--- src/rtl/bzs_pkg.sv ---
package bzs_pkg;
  localparam int SIG_SPAN = 4;
  localparam int LAT_W    = 6;

  localparam int LB_CODE = 0;
  localparam int LB_VIOL = 1;
  localparam int LB_EXZ  = 2;
  localparam int LB_VNZ  = 3;
  localparam int LB_ZNZ  = 4;
  localparam int LB_LOS  = 5;

  typedef struct packed {
    logic vld;
    logic mark;
    logic pol;
    logic dat;
  } slot_t;
endpackage

--- src/rtl/bzs_pipe.sv ---
module bzs_pipe
  import bzs_pkg::*;
#(
  parameter int SPAN = SIG_SPAN
) (
  input  logic clk,
  input  logic rst_n,
  input  logic adv,
  input  logic mark,
  input  logic pol,
  input  logic hdb3,
  input  logic bypass,
  output logic tail_vld,
  output logic tail_dat,
  output logic code_ev,
  output logic viol_ev
);
  localparam int B3_BACK = 2;
  localparam int H3_BACK = 3;

  slot_t win [SPAN];
  logic  ref_ok, ref_pol;
  logic  bv, sig;
  int    back_n;

  // violation test against the last pulse polarity
  always_comb begin
    bv      = mark && ref_ok && (pol == ref_pol);
    if (hdb3) sig = bv && !bypass && !win[0].mark && !win[1].mark;
    else      sig = bv && !bypass && !win[0].mark;
    back_n  = hdb3 ? H3_BACK : B3_BACK;
    code_ev = adv && sig;
    viol_ev = adv && bv && !sig;
  end

  always_ff @(posedge clk) begin
    if (!rst_n) begin
      ref_ok  <= 1'b0;
      ref_pol <= 1'b0;
    end else if (adv && mark) begin
      ref_ok  <= 1'b1;
      ref_pol <= pol;
    end
  end

  // shift window; a signature retroactively zeroes the slots it covers
  always_ff @(posedge clk) begin
    if (!rst_n) begin
      for (int i = 0; i < SPAN; i++) win[i] <= '0;
    end else if (adv) begin
      win[0] <= '{vld: 1'b1, mark: mark, pol: pol, dat: mark && !sig};
      for (int i = 1; i < SPAN; i++) begin
        win[i] <= win[i-1];
        if (sig && (i - 1) < back_n) win[i].dat <= 1'b0;
      end
    end
  end

  assign tail_vld = win[SPAN-1].vld;
  assign tail_dat = win[SPAN-1].dat;
endmodule

--- src/rtl/bzs_monitor.sv ---
module bzs_monitor #(
  parameter int LOS_ZEROS = 32,
  parameter int LOS_CLEAN = 32,
  parameter int EXZ_B3    = 3,
  parameter int EXZ_H3    = 4
) (
  input  logic clk,
  input  logic rst_n,
  input  logic adv,
  input  logic mark,
  input  logic hdb3,
  input  logic bypass,
  output logic exz_ev,
  output logic los,
  output logic los_chg
);
  localparam int RW = $clog2(LOS_ZEROS + 1);
  localparam int CW = $clog2(LOS_CLEAN + 1);

  logic [RW-1:0] run, run_nx, thr;
  logic [CW-1:0] cln;
  logic          clean, los_nx;

  always_comb begin
    run_nx = run;
    if (mark) run_nx = '0;
    else if (run != RW'(LOS_ZEROS)) run_nx = run + 1'b1;
    thr    = hdb3 ? RW'(EXZ_H3) : RW'(EXZ_B3);
    clean  = mark || (run_nx < thr);
    exz_ev = adv && !mark && (run_nx == thr) && (run != thr);
    los_nx = los;
    if (bypass) los_nx = 1'b0;
    else if (adv) begin
      if (!los) los_nx = (run_nx == RW'(LOS_ZEROS));
      else if (clean && (cln == CW'(LOS_CLEAN - 1))) los_nx = 1'b0;
    end
    los_chg = (los_nx != los);
  end

  always_ff @(posedge clk) begin
    if (!rst_n) begin
      run <= '0;
      cln <= '0;
      los <= 1'b0;
    end else begin
      los <= los_nx;
      if (adv) run <= run_nx;
      if (!los) cln <= '0;
      else if (adv) cln <= clean ? cln + 1'b1 : '0;
    end
  end
endmodule

--- src/rtl/bzs_status.sv ---
module bzs_status
  import bzs_pkg::*;
#(
  parameter int ACC_LEN = 64
) (
  input  logic             clk,
  input  logic             rst_n,
  input  logic             adv,
  input  logic             code_ev,
  input  logic             viol_ev,
  input  logic             exz_ev,
  input  logic             los_chg,
  input  logic             wr_en,
  input  logic [LAT_W-1:0] wr_clr,
  output logic             viol_nz,
  output logic             exz_nz,
  output logic [LAT_W-1:0] lat
);
  localparam int AW   = (ACC_LEN > 1) ? $clog2(ACC_LEN) : 1;
  localparam int NACC = 2;

  logic [AW-1:0]    tick;
  logic             wrap;
  logic [NACC-1:0]  ev, nz, rise;
  logic [LAT_W-1:0] set_v;

  assign wrap = adv && (tick == AW'(ACC_LEN - 1));
  assign ev   = {exz_ev, viol_ev};

  always_ff @(posedge clk) begin
    if (!rst_n) tick <= '0;
    else if (adv) tick <= wrap ? '0 : tick + 1'b1;
  end

  for (genvar g = 0; g < NACC; g++) begin : g_acc
    logic seen, q, q_nx;
    assign q_nx    = wrap ? (seen || ev[g]) : q;
    assign rise[g] = q_nx && !q;
    assign nz[g]   = q;
    always_ff @(posedge clk) begin
      if (!rst_n) begin
        seen <= 1'b0;
        q    <= 1'b0;
      end else begin
        q <= q_nx;
        if (wrap) seen <= 1'b0;
        else if (ev[g]) seen <= 1'b1;
      end
    end
  end

  always_comb begin
    set_v          = '0;
    set_v[LB_CODE] = code_ev;
    set_v[LB_VIOL] = viol_ev;
    set_v[LB_EXZ]  = exz_ev;
    set_v[LB_VNZ]  = rise[0];
    set_v[LB_ZNZ]  = rise[1];
    set_v[LB_LOS]  = los_chg;
  end

  always_ff @(posedge clk) begin
    if (!rst_n) lat <= '0;
    else lat <= (lat & ~(wr_en ? wr_clr : '0)) | set_v;
  end

  assign viol_nz = nz[0];
  assign exz_nz  = nz[1];
endmodule

--- src/rtl/bzs_decoder.sv ---
module bzs_decoder
  import bzs_pkg::*;
#(
  parameter int ACC_LEN   = 64,
  parameter int LOS_ZEROS = 32,
  parameter int LOS_CLEAN = 32
) (
  input  logic             clk,
  input  logic             rst_n,
  input  logic             in_valid,
  output logic             in_ready,
  input  logic             in_pos,
  input  logic             in_neg,
  output logic             out_valid,
  input  logic             out_ready,
  output logic             out_data,
  input  logic             hdb3_mode,
  input  logic             zs_bypass,
  output logic             st_los,
  output logic             st_viol_nz,
  output logic             st_exz_nz,
  output logic [LAT_W-1:0] lat_status,
  input  logic             wr_en,
  input  logic [LAT_W-1:0] wr_clr
);
  logic adv, mark, pol;
  logic tail_vld, tail_dat;
  logic code_ev, viol_ev, exz_ev, los_chg;

  assign in_ready = out_ready || !out_valid;
  assign adv      = in_valid && in_ready;
  assign mark     = in_pos || in_neg;
  assign pol      = in_pos;

  bzs_pipe #(.SPAN(SIG_SPAN)) u_pipe (
    .clk(clk), .rst_n(rst_n), .adv(adv), .mark(mark), .pol(pol),
    .hdb3(hdb3_mode), .bypass(zs_bypass),
    .tail_vld(tail_vld), .tail_dat(tail_dat),
    .code_ev(code_ev), .viol_ev(viol_ev)
  );

  bzs_monitor #(.LOS_ZEROS(LOS_ZEROS), .LOS_CLEAN(LOS_CLEAN)) u_mon (
    .clk(clk), .rst_n(rst_n), .adv(adv), .mark(mark),
    .hdb3(hdb3_mode), .bypass(zs_bypass),
    .exz_ev(exz_ev), .los(st_los), .los_chg(los_chg)
  );

  bzs_status #(.ACC_LEN(ACC_LEN)) u_stat (
    .clk(clk), .rst_n(rst_n), .adv(adv),
    .code_ev(code_ev), .viol_ev(viol_ev), .exz_ev(exz_ev), .los_chg(los_chg),
    .wr_en(wr_en), .wr_clr(wr_clr),
    .viol_nz(st_viol_nz), .exz_nz(st_exz_nz), .lat(lat_status)
  );

  // output register of the stream edge
  always_ff @(posedge clk) begin
    if (!rst_n) begin
      out_valid <= 1'b0;
      out_data  <= 1'b0;
    end else if (adv) begin
      out_valid <= tail_vld;
      out_data  <= tail_dat;
    end else if (out_ready) begin
      out_valid <= 1'b0;
    end
  end
endmodule

--- config.mk ---
export PLATFORM = sky130hd
export DESIGN_NAME = bzs_decoder
export DESIGN_NICKNAME = d
export VERILOG_FILES = /design/src/rtl/bzs_pkg.sv /design/src/rtl/bzs_pipe.sv /design/src/rtl/bzs_monitor.sv /design/src/rtl/bzs_status.sv /design/src/rtl/bzs_decoder.sv
export SDC_FILE = /design/constraint.sdc
export NUM_CORES = 1
export LEC_CHECK = 0
export BUFFER_PORTS_ARGS = -buffer_cell sky130_fd_sc_hd__buf_2
export CELL_PAD_IN_SITES_DETAIL_PLACEMENT = 2
export CELL_PAD_IN_SITES_GLOBAL_PLACEMENT = 2
export CORE_MARGIN = 3
export CORE_UTILIZATION = 35
export CTS_CLUSTER_SIZE = 25
export DETAILED_ROUTE_END_ITERATION = 16
export MAX_ROUTING_LAYER = met4
export PLACE_DENSITY_LB_ADDON = 0.1
export SYNTH_ARGS = -nofsm -noshare
export SYNTH_HDL_FRONTEND = slang
export SYNTH_SLANG_ARGS = --single-unit
export TNS_END_PERCENT = 100
--- constraint.sdc ---
create_clock -name clk -period 3.4 [get_ports clk]
set_input_delay 0.51 -clock clk [delete_from_list [all_inputs] [get_ports clk]]
set_output_delay 0.51 -clock clk [all_outputs]
set_load 0.01 [all_outputs]
==> impl_metrics.prom <==
# TYPE chip_impl_metric gauge
chip_impl_metric{name="detail_route.first_pass.iterations",unit=""} 4
chip_impl_metric{name="gp_congestion",unit=""} 0.718
chip_impl_metric{name="groute.usage.overall",unit="%"} 17.6
chip_impl_metric{name="placed_cells",unit=""} 328
chip_impl_metric{name="initialDrtViolationCount",unit=""} 75
chip_impl_metric{name="tightestPinTransition",unit="ps"} 669
chip_impl_metric{name="antenna_cells_inserted",unit=""} 0
chip_impl_metric{name="syn-cell-area",unit="mm²"} 0.00209
chip_impl_info{name="unrepaired_setup_endpoints_after_global_routing",value="false"} 1
chip_impl_info{name="synth.cells.most_frequent",value="sky130_fd_sc_hd__dfxtp_1, sky130_fd_sc_hd__nand2_1, sky130_fd_sc_hd__nor2_1, sky130_fd_sc_hd__a21oi_1, sky130_fd_sc_hd__nor3_1"} 1
chip_impl_metric{name="chipHeight",unit="µm"} 83.3
chip_impl_info{name="critPathLaunchType",value="register"} 1
chip_impl_metric{name="ys.warnings.count",unit=""} 0
chip_impl_metric{name="dp_hpwl",unit="µm"} 4330
chip_impl_metric{name="maxCapViolCount",unit=""} 0
chip_impl_info{name="synth_ff_type",value="sky130_fd_sc_hd__dfxtp_1"} 1
chip_impl_metric{name="area.growth.synth_to_final",unit="%"} 15.0
chip_impl_metric{name="slew-limit-headroom",unit="%"} 55.3
chip_impl_metric{name="starting_density_of_the_core",unit="%"} 37.1
chip_impl_metric{name="row_count",unit=""} 27
chip_impl_info{name="timing.critical_path.to_type",value="register"} 1
chip_impl_metric{name="crit_arrival",unit="ps"} 2960
chip_impl_metric{name="avgSynthCellArea",unit="µm²"} 8.90
chip_impl_metric{name="max-vdd-ir-drop",unit="V"} 0.000324
chip_impl_info{name="cts_tree",value="done"} 1
chip_impl_info{name="holdCritPathClass",value="register to register"} 1
chip_impl_metric{name="power_density",unit="mW/mm²"} 428
chip_impl_metric{name="min_period",unit="ps"} 2740
chip_impl_metric{name="grt_start_max_net_pins",unit=""} 19
chip_impl_metric{name="worst_skew_pair.late_latency",unit="ps"} 300
chip_impl_info{name="synth_most_common_cell",value="sky130_fd_sc_hd__dfxtp_1"} 1
chip_impl_metric{name="drive_above_1_share",unit="%"} 17.8
chip_impl_metric{name="yosys.cell_types.count",unit=""} 48
chip_impl_metric{name="via_count_of_the_first_global_routing_pass",unit=""} 1995
chip_impl_metric{name="path_max_fanout",unit=""} 9
chip_impl_metric{name="instances_no_fill",unit=""} 336
chip_impl_metric{name="syn_nets",unit=""} 257
chip_impl_metric{name="number_of_synthesized_flops_with_an_enable_pin",unit=""} 9
chip_impl_metric{name="drcViolationCount",unit=""} 0
chip_impl_metric{name="tritoncts.num_buffers",unit=""} 5
chip_impl_metric{name="setup-violations-final",unit=""} 0
chip_impl_metric{name="timing.final.crit_share",unit="%"} 80.5
chip_impl_metric{name="nets",unit=""} 285
chip_impl_metric{name="antenna_found_initial",unit=""} 0
chip_impl_metric{name="vias_per_cell",unit=""} 5.41
chip_impl_metric{name="seq_area_frac_synth",unit="%"} 45.5
chip_impl_metric{name="timing.setup.tns",unit="ps"} 0
chip_impl_metric{name="timing.clock.skew",unit="ps"} 8.55
chip_impl_metric{name="wire_length_of_the_first_global_routing_pass",unit="µm"} 9900
chip_impl_metric{name="dieArea",unit="mm²"} 0.00694
chip_impl_metric{name="h-tree-depth",unit=""} 2
chip_impl_metric{name="wl_per_cell",unit="µm"} 16.8
chip_impl_metric{name="postRouteAntennaNets",unit=""} 0
chip_impl_info{name="status",value="finished, final reports clean"} 1
chip_impl_info{name="path_class",value="register to register"} 1
chip_impl_metric{name="final-hold-violation-count",unit=""} 0
chip_impl_metric{name="cts_hold_repair.buffers",unit=""} 0
chip_impl_info{name="library_cell_used_as_clock_root_buffer",value="sky130_fd_sc_hd__clkbuf_8"} 1
chip_impl_metric{name="cts_sinks",unit=""} 43
chip_impl_metric{name="clk_pin_slew",unit="ps"} 90
chip_impl_metric{name="placement.io_buffers",unit=""} 26
chip_impl_metric{name="ctsLongestPathBuffers",unit=""} 2
chip_impl_metric{name="fin_util",unit="%"} 42.6
chip_impl_metric{name="cts_setup_buffers",unit=""} 0
chip_impl_metric{name="dr_total_vias",unit=""} 1818
chip_impl_metric{name="synthArstFlopShare",unit="%"} 0
chip_impl_metric{name="fp.dieW",unit="µm"} 83.3
chip_impl_metric{name="boundaryPins",unit=""} 27
chip_impl_metric{name="p_leak",unit="nW"} 0.959
chip_impl_metric{name="worst-endpoint-required",unit="ps"} 3620
chip_impl_metric{name="post_cts_resized",unit=""} 0
chip_impl_info{name="synth_largest_area_cell",value="sky130_fd_sc_hd__dfxtp_1"} 1
chip_impl_metric{name="yosys_register_bits",unit=""} 43
chip_impl_metric{name="fmax",unit="MHz"} 366
chip_impl_metric{name="slew_viol_final",unit=""} 0
chip_impl_metric{name="core_region_area",unit="mm²"} 0.00564
chip_impl_metric{name="syn-instance-count",unit=""} 235
chip_impl_info{name="synth.top_cells.by_area",value="sky130_fd_sc_hd__dfxtp_1, sky130_fd_sc_hd__edfxtp_1, sky130_fd_sc_hd__nand2_1, sky130_fd_sc_hd__a21oi_1, sky130_fd_sc_hd__ha_1"} 1
chip_impl_metric{name="postRouteWirelength",unit="µm"} 5660
chip_impl_metric{name="netlist.area_leader.share",unit="%"} 32.5
chip_impl_metric{name="grt_overflow_total",unit=""} 0
[worst max-delay path, cell delays in order (launching register included)]
cell	delay, ps
sky130_fd_sc_hd__dfxtp_1	400
sky130_fd_sc_hd__or4b_4	600
sky130_fd_sc_hd__or2_4	270
sky130_fd_sc_hd__a21oi_1	200
sky130_fd_sc_hd__nor3_1	70
sky130_fd_sc_hd__ha_1	290
sky130_fd_sc_hd__a21o_1	160
sky130_fd_sc_hd__a21oi_1	220
sky130_fd_sc_hd__a21oi_1	210
sky130_fd_sc_hd__nor3_1	230
[where the power goes]
part           leakage, nW  internal, mW  switching, mW  total [mW]
clock               0.0562         0.219          0.184       0.403
sequential           0.375         0.537        0.00856       0.545
combinational        0.528        0.0288         0.0535      0.0823
total                0.959         0.785          0.246        1.03
[cell type report]
cell class	count	area (µm²)
clock buffers	5	68.8
clock inverters	3	42.5
fillers	637	3240
inverters	11	41.3
multi-input cells	173	1060
flip-flops and latches	43	951
well taps	72	90.1
repair buffers	29	153
[through the flow]
step / hold slack [ps] / instance area (µm²) / power (mW) / setup WS (ps)
after floorplan: 420 / 2090 / 0.603 / 899
after global placement: 435 / 2290 / 0.637 / 814
after detailed placement: 451 / 2290 / 0.641 / 664
after CTS: 465 / 2410 / 1.05 / 658
after global routing: 496 / 2410 / 1.08 / 479
final: 461 / 2410 / 1.03 / 665
[metal layers]
layer | GRT usage (%) | vias to the layer above | share of wire [%]
met5 | - | - | 0
met3 | 2.78 | 4 | 2.1
met2 | 29.7 | 24 | 49
met1 | 22.8 | 898 | 48
met4 | 2.67 | 0 | 0.60
li1 | - | 892 | -
[worst paths after layout]
kind | to | from | cells after the start | slack [ps]
setup / recovery | u_mon.cln[5]$_SDFFE_PN0P_ | u_mon.run[2]$_SDFFE_PN0P_ | 9 | 660
hold / removal | u_stat.lat[3]$_SDFF_PN0_ | u_stat.lat[3]$_SDFF_PN0_ | 2 | 460
setup reg to reg | u_mon.cln[5]$_SDFFE_PN0P_ | u_mon.run[2]$_SDFFE_PN0P_ | 9 | 660
hold reg to reg | u_stat.lat[3]$_SDFF_PN0_ | u_stat.lat[3]$_SDFF_PN0_ | 2 | 460
[registers in the layout, indices dropped and copies added, names as in the netlist]
| register | cells |
|---|---|
| u_pipe.win | 10 |
| u_stat.tick | 6 |
| u_mon.cln | 6 |
| u_pipe.ref_ok | 1 |
| u_pipe.ref_pol | 1 |
| u_stat.g_acc.seen | 2 |
| u_mon.los | 1 |
| out_data | 1 |
| u_stat.lat | 6 |
| out_valid | 1 |
| u_stat.viol_nz | 1 |
| u_mon.run | 6 |
| u_stat.exz_nz | 1 |
[cells in the final DEF, fill, tap and decap left out, types with 2 or more instances in the layout]
master                      n
sky130_fd_sc_hd__dfxtp_1   34
sky130_fd_sc_hd__nand2_1   28
sky130_fd_sc_hd__or2_2      2
sky130_fd_sc_hd__nand4_1    4
sky130_fd_sc_hd__inv_1     10
sky130_fd_sc_hd__o211ai_1   2
sky130_fd_sc_hd__a21o_1     2
sky130_fd_sc_hd__nand3b_1   3
sky130_fd_sc_hd__nor2b_1    3
sky130_fd_sc_hd__edfxtp_1   9
sky130_fd_sc_hd__and2_1     4
sky130_fd_sc_hd__nand3_1   10
sky130_fd_sc_hd__a211oi_1   3
sky130_fd_sc_hd__buf_4      3
sky130_fd_sc_hd__a21oi_1   18
sky130_fd_sc_hd__nor4_1     2
sky130_fd_sc_hd__clkbuf_8   5
sky130_fd_sc_hd__o21ai_0    7
sky130_fd_sc_hd__a41o_1     2
sky130_fd_sc_hd__buf_2     26
sky130_fd_sc_hd__or4_1      2
sky130_fd_sc_hd__a22oi_1    3
sky130_fd_sc_hd__nor3_1    12
sky130_fd_sc_hd__clkinv_1   2
sky130_fd_sc_hd__nor2_1    22
sky130_fd_sc_hd__and3_1     6
sky130_fd_sc_hd__xnor2_1    4
sky130_fd_sc_hd__ha_1       7
sky130_fd_sc_hd__xor2_1     8
[cell families (layout without fill, tap and decap cells)]
kind of cell,after synthesis,in the layout,share of synthesized area (%)
compound gates,49,49,15.6
fa+ha+maj,7,7,4.19
xor+xnor,13,13,5.80
simple gates,104,104,25.1
flops,43,43,45.5
buf+inv,19,48,3.89
Note: power is estimated with default switching activity, not from simulation.
